**src/rtl/hlt_pkg.sv**
```systemverilog
// Package: shared types for the hoisted-load conflict table.
// Assumes: nothing beyond standard SystemVerilog.
package hlt_pkg;
    // Where an inserted load is placed.
    typedef enum logic [1:0] {
        VIC_REUSE = 2'd0,   // tag already present: overwrite that slot
        VIC_FREE  = 2'd1,   // lowest free slot
        VIC_EVICT = 2'd2    // table full: round-robin victim
    } vic_src_e;
endpackage

```
**src/rtl/hlt_entry.sv**
```systemverilog
// One table slot. It holds tag, word address, byte mask, a valid bit and a
// violation bit. It also produces the slot's effective state for this cycle,
// after this cycle's insert and store, so the check logic can read it.
// Assumes: wr_en and clr_en refer to the same cycle as the store inputs.
module hlt_entry #(
    parameter int TAG_W  = 5,
    parameter int ADDR_W = 12,
    parameter int BYTE_W = 4
) (
    input  logic              clk,
    input  logic              rst_n,
    input  logic              wr_en,
    input  logic [TAG_W-1:0]  wr_tag,
    input  logic [ADDR_W-1:0] wr_addr,
    input  logic [BYTE_W-1:0] wr_mask,
    input  logic              st_valid,
    input  logic [ADDR_W-1:0] st_addr,
    input  logic [BYTE_W-1:0] st_mask,
    input  logic              clr_en,
    output logic              q_valid,
    output logic [TAG_W-1:0]  q_tag,
    output logic              eff_valid,
    output logic              eff_viol,
    output logic [TAG_W-1:0]  eff_tag
);
    logic              valid_q, viol_q;
    logic [TAG_W-1:0]  tag_q;
    logic [ADDR_W-1:0] addr_q, eff_addr;
    logic [BYTE_W-1:0] mask_q, eff_mask;
    logic              conflict;

    assign q_valid = valid_q;
    assign q_tag   = tag_q;

    // Effective slot contents: an insert wins first, then the store search.
    always_comb begin
        eff_valid = valid_q | wr_en;
        eff_tag   = wr_en ? wr_tag  : tag_q;
        eff_addr  = wr_en ? wr_addr : addr_q;
        eff_mask  = wr_en ? wr_mask : mask_q;
        conflict  = st_valid && eff_valid && (eff_addr == st_addr)
                    && ((eff_mask & st_mask) != '0);
        eff_viol  = (wr_en ? 1'b0 : viol_q) | conflict;
    end

    // Slot state register; a check hit clears the valid bit.
    always_ff @(posedge clk) begin
        if (!rst_n) begin
            valid_q <= 1'b0;
            viol_q  <= 1'b0;
            tag_q   <= '0;
            addr_q  <= '0;
            mask_q  <= '0;
        end else begin
            valid_q <= eff_valid & ~clr_en;
            viol_q  <= eff_viol;
            if (wr_en) begin
                tag_q  <= wr_tag;
                addr_q <= wr_addr;
                mask_q <= wr_mask;
            end
        end
    end
endmodule

```
**src/rtl/hlt_victim.sv**
```systemverilog
// Chooses the slot for an inserted load. The order of preference is: the
// slot already holding the tag, then the lowest free slot, then the
// round-robin pointer. The pointer moves only on an eviction.
// Assumes: valid slots never share a tag (the reuse path keeps this true).
module hlt_victim #(
    parameter int N_ENT = 4,
    parameter int TAG_W = 5,
    localparam int IDX_W = (N_ENT > 1) ? $clog2(N_ENT) : 1
) (
    input  logic                        clk,
    input  logic                        rst_n,
    input  logic                        ld_valid,
    input  logic [TAG_W-1:0]            ld_tag,
    input  logic [N_ENT-1:0]            q_valid,
    input  logic [N_ENT-1:0][TAG_W-1:0] q_tag,
    output logic [N_ENT-1:0]            wr_oh,
    output logic [IDX_W-1:0]            rr_ptr
);
    import hlt_pkg::*;

    logic [IDX_W-1:0] rr_q, idx;
    vic_src_e         src;

    assign rr_ptr = rr_q;

    // Select the victim slot by preference order.
    always_comb begin
        src = VIC_EVICT;
        idx = rr_q;
        for (int i = N_ENT - 1; i >= 0; i--) begin
            if (!q_valid[i]) begin
                src = VIC_FREE;
                idx = IDX_W'(i);
            end
        end
        for (int i = N_ENT - 1; i >= 0; i--) begin
            if (q_valid[i] && (q_tag[i] == ld_tag)) begin
                src = VIC_REUSE;
                idx = IDX_W'(i);
            end
        end
    end

    // Write enable for the chosen slot.
    always_comb begin
        for (int i = 0; i < N_ENT; i++) begin
            wr_oh[i] = ld_valid && (idx == IDX_W'(i));
        end
    end

    // Round-robin pointer, advanced on each eviction.
    always_ff @(posedge clk) begin
        if (!rst_n) begin
            rr_q <= '0;
        end else if (ld_valid && (src == VIC_EVICT)) begin
            rr_q <= (rr_q == IDX_W'(N_ENT - 1)) ? '0 : rr_q + 1'b1;
        end
    end
endmodule

```
**src/rtl/hlt_check.sv**
```systemverilog
// Tag lookup for the check operation. It runs against each slot's effective
// state, so this cycle's insert and store are already visible. It returns
// the re-execute decision and the slot to invalidate.
// Assumes: at most one effective entry matches a tag.
module hlt_check #(
    parameter int N_ENT = 4,
    parameter int TAG_W = 5
) (
    input  logic                        chk_valid,
    input  logic [TAG_W-1:0]            chk_tag,
    input  logic [N_ENT-1:0]            eff_valid,
    input  logic [N_ENT-1:0]            eff_viol,
    input  logic [N_ENT-1:0][TAG_W-1:0] eff_tag,
    output logic [N_ENT-1:0]            clr_oh,
    output logic                        reexec
);
    logic [N_ENT-1:0] hit_vec;

    // Match the tag in every slot; any miss or violation forces re-execution.
    always_comb begin
        for (int i = 0; i < N_ENT; i++) begin
            hit_vec[i] = eff_valid[i] && (eff_tag[i] == chk_tag);
        end
        clr_oh = chk_valid ? hit_vec : '0;
        reexec = (hit_vec == '0) || ((hit_vec & eff_viol) != '0);
    end
endmodule

```
**src/rtl/hoist_ld_table.sv**
```systemverilog
// Top of the hoisted-load conflict table. Inserts, store searches and checks
// all take effect in one cycle, in the order insert, store, check. The check
// response is registered and appears one cycle later.
// Assumes: a word address plus byte mask fully describes each access.
module hoist_ld_table #(
    parameter int N_ENT  = 4,
    parameter int TAG_W  = 5,
    parameter int ADDR_W = 12,
    parameter int BYTE_W = 4
) (
    input  logic              clk,
    input  logic              rst_n,
    input  logic              ld_valid,
    input  logic [TAG_W-1:0]  ld_tag,
    input  logic [ADDR_W-1:0] ld_addr,
    input  logic [BYTE_W-1:0] ld_mask,
    input  logic              st_valid,
    input  logic [ADDR_W-1:0] st_addr,
    input  logic [BYTE_W-1:0] st_mask,
    input  logic              chk_valid,
    input  logic [TAG_W-1:0]  chk_tag,
    output logic              rsp_valid,
    output logic              rsp_reexec
);
    localparam int IDX_W = (N_ENT > 1) ? $clog2(N_ENT) : 1;

    logic [N_ENT-1:0]            q_valid, eff_valid, eff_viol, wr_oh, clr_oh;
    logic [N_ENT-1:0][TAG_W-1:0] q_tag, eff_tag;
    logic [IDX_W-1:0]            rr_ptr;
    logic                        reexec_now;
    logic                        rsp_valid_q, rsp_reexec_q;

    hlt_victim #(.N_ENT(N_ENT), .TAG_W(TAG_W)) u_victim (
        .clk      (clk),
        .rst_n    (rst_n),
        .ld_valid (ld_valid),
        .ld_tag   (ld_tag),
        .q_valid  (q_valid),
        .q_tag    (q_tag),
        .wr_oh    (wr_oh),
        .rr_ptr   (rr_ptr)
    );

    for (genvar g = 0; g < N_ENT; g++) begin : g_slot
        hlt_entry #(.TAG_W(TAG_W), .ADDR_W(ADDR_W), .BYTE_W(BYTE_W)) u_entry (
            .clk       (clk),
            .rst_n     (rst_n),
            .wr_en     (wr_oh[g]),
            .wr_tag    (ld_tag),
            .wr_addr   (ld_addr),
            .wr_mask   (ld_mask),
            .st_valid  (st_valid),
            .st_addr   (st_addr),
            .st_mask   (st_mask),
            .clr_en    (clr_oh[g]),
            .q_valid   (q_valid[g]),
            .q_tag     (q_tag[g]),
            .eff_valid (eff_valid[g]),
            .eff_viol  (eff_viol[g]),
            .eff_tag   (eff_tag[g])
        );
    end

    hlt_check #(.N_ENT(N_ENT), .TAG_W(TAG_W)) u_check (
        .chk_valid (chk_valid),
        .chk_tag   (chk_tag),
        .eff_valid (eff_valid),
        .eff_viol  (eff_viol),
        .eff_tag   (eff_tag),
        .clr_oh    (clr_oh),
        .reexec    (reexec_now)
    );

    // Register the check response one cycle after the request.
    always_ff @(posedge clk) begin
        if (!rst_n) begin
            rsp_valid_q  <= 1'b0;
            rsp_reexec_q <= 1'b0;
        end else begin
            rsp_valid_q  <= chk_valid;
            rsp_reexec_q <= chk_valid & reexec_now;
        end
    end

    assign rsp_valid  = rsp_valid_q;
    assign rsp_reexec = rsp_reexec_q;
endmodule

```
**config.mk**
```make
export PLATFORM = sky130hd
export DESIGN_NAME = hoist_ld_table
export DESIGN_NICKNAME = d
export VERILOG_FILES = /design/src/rtl/hlt_pkg.sv /design/src/rtl/hlt_entry.sv /design/src/rtl/hlt_victim.sv /design/src/rtl/hlt_check.sv /design/src/rtl/hoist_ld_table.sv
export SDC_FILE = /design/constraint.sdc
export NUM_CORES = 1
export LEC_CHECK = 0
export ABC_AREA = 1
export ABC_CLOCK_PERIOD_IN_PS = 4350
export BUFFER_PORTS_ARGS = -buffer_cell sky130_fd_sc_hd__buf_2
export CORE_MARGIN = 2
export CORE_UTILIZATION = 55
export DETAILED_ROUTE_END_ITERATION = 10
export PLACE_DENSITY = 0.74
export SLEW_MARGIN = 20
export SYNTH_ARGS = -nofsm -noshare
export SYNTH_HDL_FRONTEND = slang
export SYNTH_SLANG_ARGS = --single-unit
export TNS_END_PERCENT = 1
```
**constraint.sdc**
```tcl
create_clock -name clk -period 4.35 [get_ports clk]
set_input_delay 0 -clock clk [delete_from_list [all_inputs] [get_ports clk]]
set_output_delay 0 -clock clk [all_outputs]
set_load 0.005 [all_outputs]
```
# Word level (Yosys, flattened, before mapping)

Cells that the tools add are included.

$add $sub $neg: 1
Bitwise operators: 22
Reduce and logical (&&, ||, !) cells: 33
Eq/ne operators: 17
Muxes and demuxes: 34

Operator list:

| kind                                                             | count |
|---|---|
| 12-bit == test                                                   | 4 |
| 12-bit two-way mux                                               | 4 |
| 5-bit == test                                                    | 8 |
| 2-bit two-way mux                                                | 17 |
| 1-bit logical AND                                                | 25 |
| 4-bit bitwise AND                                                | 5 |
| 4-bit two-way mux                                                | 5 |
| 5-bit two-way mux                                                | 4 |
| 4-bit nonzero test                                               | 5 |
| 2-bit == test (second input constant)                            | 4 |
| 1-bit OR                                                         | 8 |
| 1-bit bitwise AND                                                | 5 |
| 4-bit logical NOT                                                | 1 |
| 1-bit two-way mux                                                | 4 |
| 1-bit NOT                                                        | 4 |
| 2-bit by 1-bit adder with 2-bit output (second input constant)   | 1 |
| 2-bit by 1-bit == test with 1-bit output (second input constant) | 1 |
| 2-bit logical NOT                                                | 1 |
| 1-bit logical OR                                                 | 1 |

Output and inout port bits: 2
Bits of input ports: 47
Logic and storage cells: 130
Flip-flop bits (word level): 96

# Longest topological paths before layout

Word-level depth: 19
Depth in mapped cells: 25
Gate-level depth less buffers: 23

# Cells and area by module

From an unflattened synthesis, not the netlist that was laid out.

Cells, all modules: 1,070
Area total of the unflattened synthesis: 6,332.3 um^2

By module, submodules not included:

| module         | sequential area each (um^2) | area an instance (um^2) | instances | cells each |
|---|---|---|---|---|
| hlt_entry      | 460.4                       | 1,312.5                 | 4         | 210 |
| hlt_victim     | 40.0                        | 596.8                   | 1         | 125 |
| hlt_check      | 0.0                         | 427.9                   | 1         | 99 |
| hoist_ld_table | 40.0                        | 57.6                    | 1         | 6 |

# Worst setup path after synthesis

No wires, ideal clock.

Path kind: reg-to-reg
Start point: reg g_slot[1].u_entry.tag_q[1]
End point: reg rsp_reexec_q, in the netlist rsp_reexec
Clock period less this slack: 2,190 ps
Data arrival time: 2,078 ps
Required time: 4,238 ps
Library setup time: 112 ps
Stages on the path, launching flop included: 23
Setup slack: 2,160 ps
Path buffers: 1
Cells stage by stage: dfxtp_1 inv_1 nand2_1 nand2_1 nor2_1 nand3_2 nand2_2 inv_2 a21oi_4 nand2_4 buf_2 nand2_1 o21ai_1 nand2_1 nand2_1 nor2_1 nand3_1 nand2_1 inv_1 nand3_1 nand2_1 nor2_1 nor2_1

Cells in the longest elaborated chain, start to end: 15
Elaborated cells on any way between the ends: 73
Those cells by class: eq/ne: 12; mux: 18; bitwise: 14; reduce/logical: 29

RTL lines:

| what                                                             | line                             | source |
|---|---|---|
| start, declared                                                  | hlt_entry.sv:27                  | `logic [TAG_W-1:0] tag_q;` |
| start signal, assigned                                           | hlt_entry.sv:58                  | `tag_q <= wr_tag;` |
| 5-bit == test                                                    | hlt_victim.sv:37                 | `if (q_valid[i] && (q_tag[i] == ld_tag)) begin` |
| 1-bit logical AND                                                | hlt_victim.sv:37                 |  |
| 2-bit two-way mux (2 in a row)                                   | hlt_victim.sv:37                 |  |
| 2-bit by 1-bit == test with 1-bit output (tied with other cells) | hlt_victim.sv:47                 | `wr_oh[i] = ld_valid && (idx == IDX_W'(i));` |
| 1-bit logical AND                                                | hlt_victim.sv:47                 |  |
| 12-bit two-way mux (tied with other cells)                       | hlt_entry.sv:39                  | `eff_addr = wr_en ? wr_addr : addr_q;` |
| 12-bit == test (tied with other cells)                           | hlt_entry.sv:41                  | `conflict = st_valid && eff_valid && (eff_addr == st_addr)` |
| 1-bit logical AND / 4-bit nonzero test (equally long branches)   | hlt_entry.sv:41, hlt_entry.sv:42 |  |
| 1-bit logical AND                                                | hlt_entry.sv:42                  | `&& ((eff_mask & st_mask) != '0);` |
| 1-bit OR                                                         | hlt_entry.sv:43                  | `eff_viol = (wr_en ? 1'b0 : viol_q) \| conflict;` |
| 4-bit bitwise AND                                                | hlt_check.sv:25                  | `reexec = (hit_vec == '0) \|\| ((hit_vec & eff_viol) != '0);` |
| 4-bit nonzero test                                               | hlt_check.sv:25                  |  |
| 1-bit logical OR *                                               | hlt_check.sv:25                  |  |
| 1-bit bitwise AND *                                              | hoist_ld_table.sv:81             | `rsp_reexec_q <= chk_valid & reexec_now;` |
| end signal, assigned                                             | hoist_ld_table.sv:81             |  |
| end, declared                                                    | hoist_ld_table.sv:31             | `logic rsp_valid_q, rsp_reexec_q;` |

Every way passes the cells marked *; elsewhere a longest branch is shown, timed or not.
A chain may end at the register's enable or synchronous reset.

# Worst setup path in the final report

Start point: in ld_tag[1]
End point: reg rsp_reexec_q, in the netlist rsp_reexec

Cells in the longest elaborated chain, start to end: 17
Elaborated cells on any way between the ends: 81
Those cells by class: eq/ne: 15; mux: 20; bitwise: 14; reduce/logical: 32

RTL lines:

| what                                                             | line                             | source |
|---|---|---|
| start, declared                                                  | hoist_ld_table.sv:14             | `input logic [TAG_W-1:0] ld_tag,` |
| 5-bit == test                                                    | hlt_victim.sv:37                 |  |
| 1-bit logical AND                                                | hlt_victim.sv:37                 |  |
| 2-bit two-way mux (4 in a row)                                   | hlt_victim.sv:37                 |  |
| 2-bit by 1-bit == test with 1-bit output (tied with other cells) | hlt_victim.sv:47                 |  |
| 1-bit logical AND                                                | hlt_victim.sv:47                 |  |
| 12-bit two-way mux (tied with other cells)                       | hlt_entry.sv:39                  |  |
| 12-bit == test (tied with other cells)                           | hlt_entry.sv:41                  |  |
| 1-bit logical AND / 4-bit nonzero test (equally long branches)   | hlt_entry.sv:41, hlt_entry.sv:42 |  |
| 1-bit logical AND                                                | hlt_entry.sv:42                  |  |
| 1-bit OR                                                         | hlt_entry.sv:43                  |  |
| 4-bit bitwise AND                                                | hlt_check.sv:25                  |  |
| 4-bit nonzero test                                               | hlt_check.sv:25                  |  |
| 1-bit logical OR *                                               | hlt_check.sv:25                  |  |
| 1-bit bitwise AND *                                              | hoist_ld_table.sv:81             |  |

Marked as above.

==> metrics.yaml <==
cts:
  post_cts_buffers: 0
  clkLatencyLatePin_ns: 0.39
  root_buffer: "clkbuf_8"
  clk_pin_slew_worst_paths_ns: 0.10
  numCtsBuffers: 9
  clock_sinks: 96
  h-tree-depth: 3
  tritoncts: "built"
  clockBufferDepth: 2
synth:
  yosysTopAreaCellShare_pct: 33.08
  synth_edf_count: 0
  postSynthCellCount: 1004
  synthArstFlopShare_pct: 0
  synth_commonest_cells: "393 x nand2_1, 128 x nor2_1, 119 x inv_1"
  synth.area.top_cells: "dfxtp_1 33%, nand2_1 25%, nand3_1 9.5%, nor2_1 8.3%, inv_1 7.7%"
  yosys.area.top_type: "dfxtp_1"
  synth_cell_types: 30
  synth_most_common_cell: "nand2_1"
  yosys_register_bits: 96
  synthesis.nets: 1052
  synth_area_per_cell_um2: 5.786
  synth-main-ff-cell: "dfxtp_1"
  yosysWarningCount: 0
  synth-seq-area-share_pct: 33.08
  synth.cell_area_mm2: 0.005809
sta:
  tns_ns: 0
  slew_headroom_pct: 27.25
  rsz0062_at_grt: "false"
  tightest_slew_ns: 1.090
  fin_crit_sh_pct: 81.86
  skew_ns: 0.01106
  setup_slack_ns: 0.7891
  setup_viol: 0
  hold_viol_final: 0
  min_period_ns: 3.561
  drv_slew: 0
  max_freq_mhz: 280.8
cells_and_area:
  drive_gt1_share_pct: 9.134
  fin_nets: 1105
  fin_util_pct: 63.65
  diodes: 0
  syn2layout_area_growth_pct: 12.60
critical_path:
  critical_path.startpoint_type: "primary input"
  slowest_stage: "nor2_2"
  required_ns: 4.68
  path_max_fanout: 28
  endpoint_kind: "flop"
  critPathKind: "primary input to flop"
  arrival_ns: 3.89
  crit_top_cell: "nand2_1"
  cpPeakStageDelay_ns: 0.91
worst_hold_path:
  holdCritPathClass: "primary input to flop"
detailed_routing:
  drtIter0Drc: 443
  dr_total_vias: 6230
  dr.pass1.iters: 5
  viasPerCell: 5.200
  route.detailed.drc: 0
  post_drt_wl_per_cell_um: 13.73
  wl_um: 16440
  ant_nets: 0
floorplan:
  die_h_um: 106.8
  die-area_mm2: 0.01140
  pin_count: 49
  start_util_pct: 56.53
  die_x_um: 106.8
  fp-row-count: 37
  core-area_mm2: 0.01028
power:
  powerDensity_mw_per_mm2: 315.8
  fin_total_pwr_mw: 2.066
  leakagePower_nw: 3.386
  ir_drop_mv: 0.2132
grt:
  grt_use_met3_pct: 3.769
  busiest_layer: "met2"
  grt_use_met1_pct: 40.63
  antenna_found_initial: 0
  grt_max_degree: 53
  grt_pass1_vias: 5587
  global_route.overflow_total: 0
  gr-usage-met2_pct: 47.27
  track_usage_pct: 29.85
  grt_pass1_wl_um: 26740
placement:
  hpwl_um: 11420
  port_buffers: 48
  gp_congestion: 0.9773
  dp_slack_ns: 0.9873
job:
  drv_cap: 0
run_status:
  status: "finished clean"
## worst max-delay path: cells and delay by family
| family | cells | cell delay [ns] |
|---|---|---|
| buffers and inverters | 4 | 1.13 |
| and+or+nand+nor | 21 | 2.75 |
## cell families (layout without fill, tap and decap cells)
kind of cell             after synthesis  count (layout)  share of synthesized area, %
AO/OA/AOI/OAI                         89              89                         8.809
XOR/XNOR                               4               4                        0.6030
adder cells (fa/ha/maj)                1               1                        0.2153
buffers and inverters                159             217                         11.03
flip-flops                            96              96                         33.08
AND/OR/NAND/NOR                      655             655                         46.26
## cell usage in the layout, fill, tap and decap left out
| cell type | count |
|---|---|
| a211oi_1 | 3 |
| a21boi_0 | 1 |
| a21oi_1 | 38 |
| a21oi_4 | 2 |
| and2_1 | 4 |
| buf_2 | 48 |
| buf_4 | 4 |
| bufinv_16 | 3 |
| clkbuf_8 | 9 |
| clkinv_2 | 2 |
| dfxtp_1 | 96 |
| dlygate4sd3_1 | 21 |
| ha_1 | 1 |
| inv_1 | 119 |
| inv_2 | 9 |
| inv_6 | 2 |
| nand2_1 | 393 |
| nand2_2 | 5 |
| nand2_4 | 3 |
| nand3_1 | 110 |
| nand3_2 | 3 |
| nand4_1 | 2 |
| nor2_1 | 128 |
| nor2_2 | 3 |
| nor2_4 | 1 |
| nor4_1 | 1 |
| o211ai_1 | 11 |
| o21ai_0 | 17 |
| o21ai_1 | 15 |
| o21ai_2 | 1 |
| o21bai_1 | 1 |
| or2_2 | 2 |
| xor2_1 | 4 |
## layout make-up
type	count	area (um^2)
Fill cell	1035	3736
Multi-Input combinational cell	749	3247
Sequential cell	96	1922
Timing Repair Buffer	73	480.5
Inverter	128	480.5
Tap cell	136	170.2
Clock buffer	9	123.9
Clock inverter	7	117.6
## report_power, final
group	internal [mW]	total [mW]	leakage, nW	switching [mW]
Sequential	0.915	0.931	0.781	0.0156
Clock	0.384	0.724	0.124	0.339
Combinational	0.135	0.411	2.48	0.277
## state kept, by name, summed over array words and instances (netlist names)
signal	flops
g_slot.u_entry.mask_q	16
rsp_reexec	1
g_slot.u_entry.q_tag	20
g_slot.u_entry.viol_q	4
g_slot.u_entry.q_valid	4
g_slot.u_entry.addr_q	48
rsp_valid	1
u_victim.rr_ptr	2
## per-stage QoR
step	hold slack, ns	instances	area (um^2)
final	0.03311	1198	6541
after CTS	0.01378	1198	6541
after global placement	0.2725	1161	6090
after detailed placement	0.2733	1161	6090
after global routing	0.05296	1198	6541
after floorplan	0.09114	1004	5809
## worst paths after layout
path / start / to / slack (ns) / cells past startpoint
setup / recovery: ld_tag[1] / rsp_reexec / 0.79 / 25
hold / removal: ld_mask[2] / g_slot[1].u_entry.mask_q[2] / 0.03 / 5
setup reg to reg: g_slot[0].u_entry.q_tag[0] / g_slot[0].u_entry.q_valid / 0.83 / 18
hold reg to reg: g_slot[3].u_entry.viol_q / g_slot[3].u_entry.viol_q / 0.48 / 2
## per-layer routing
layer,share of wire (%),wire (um)
met5,0,0
met4,2.9,482
met3,7.1,1172
met2,44,7273
met1,46,7515
## what timing repair did
action,CTS,global route
resized for setup,0,0
hold endpoints to repair,50,0
hold buffers,21,0
endpoints found under the setup margin,0,0
Note: power is estimated with default switching activity, not from simulation.
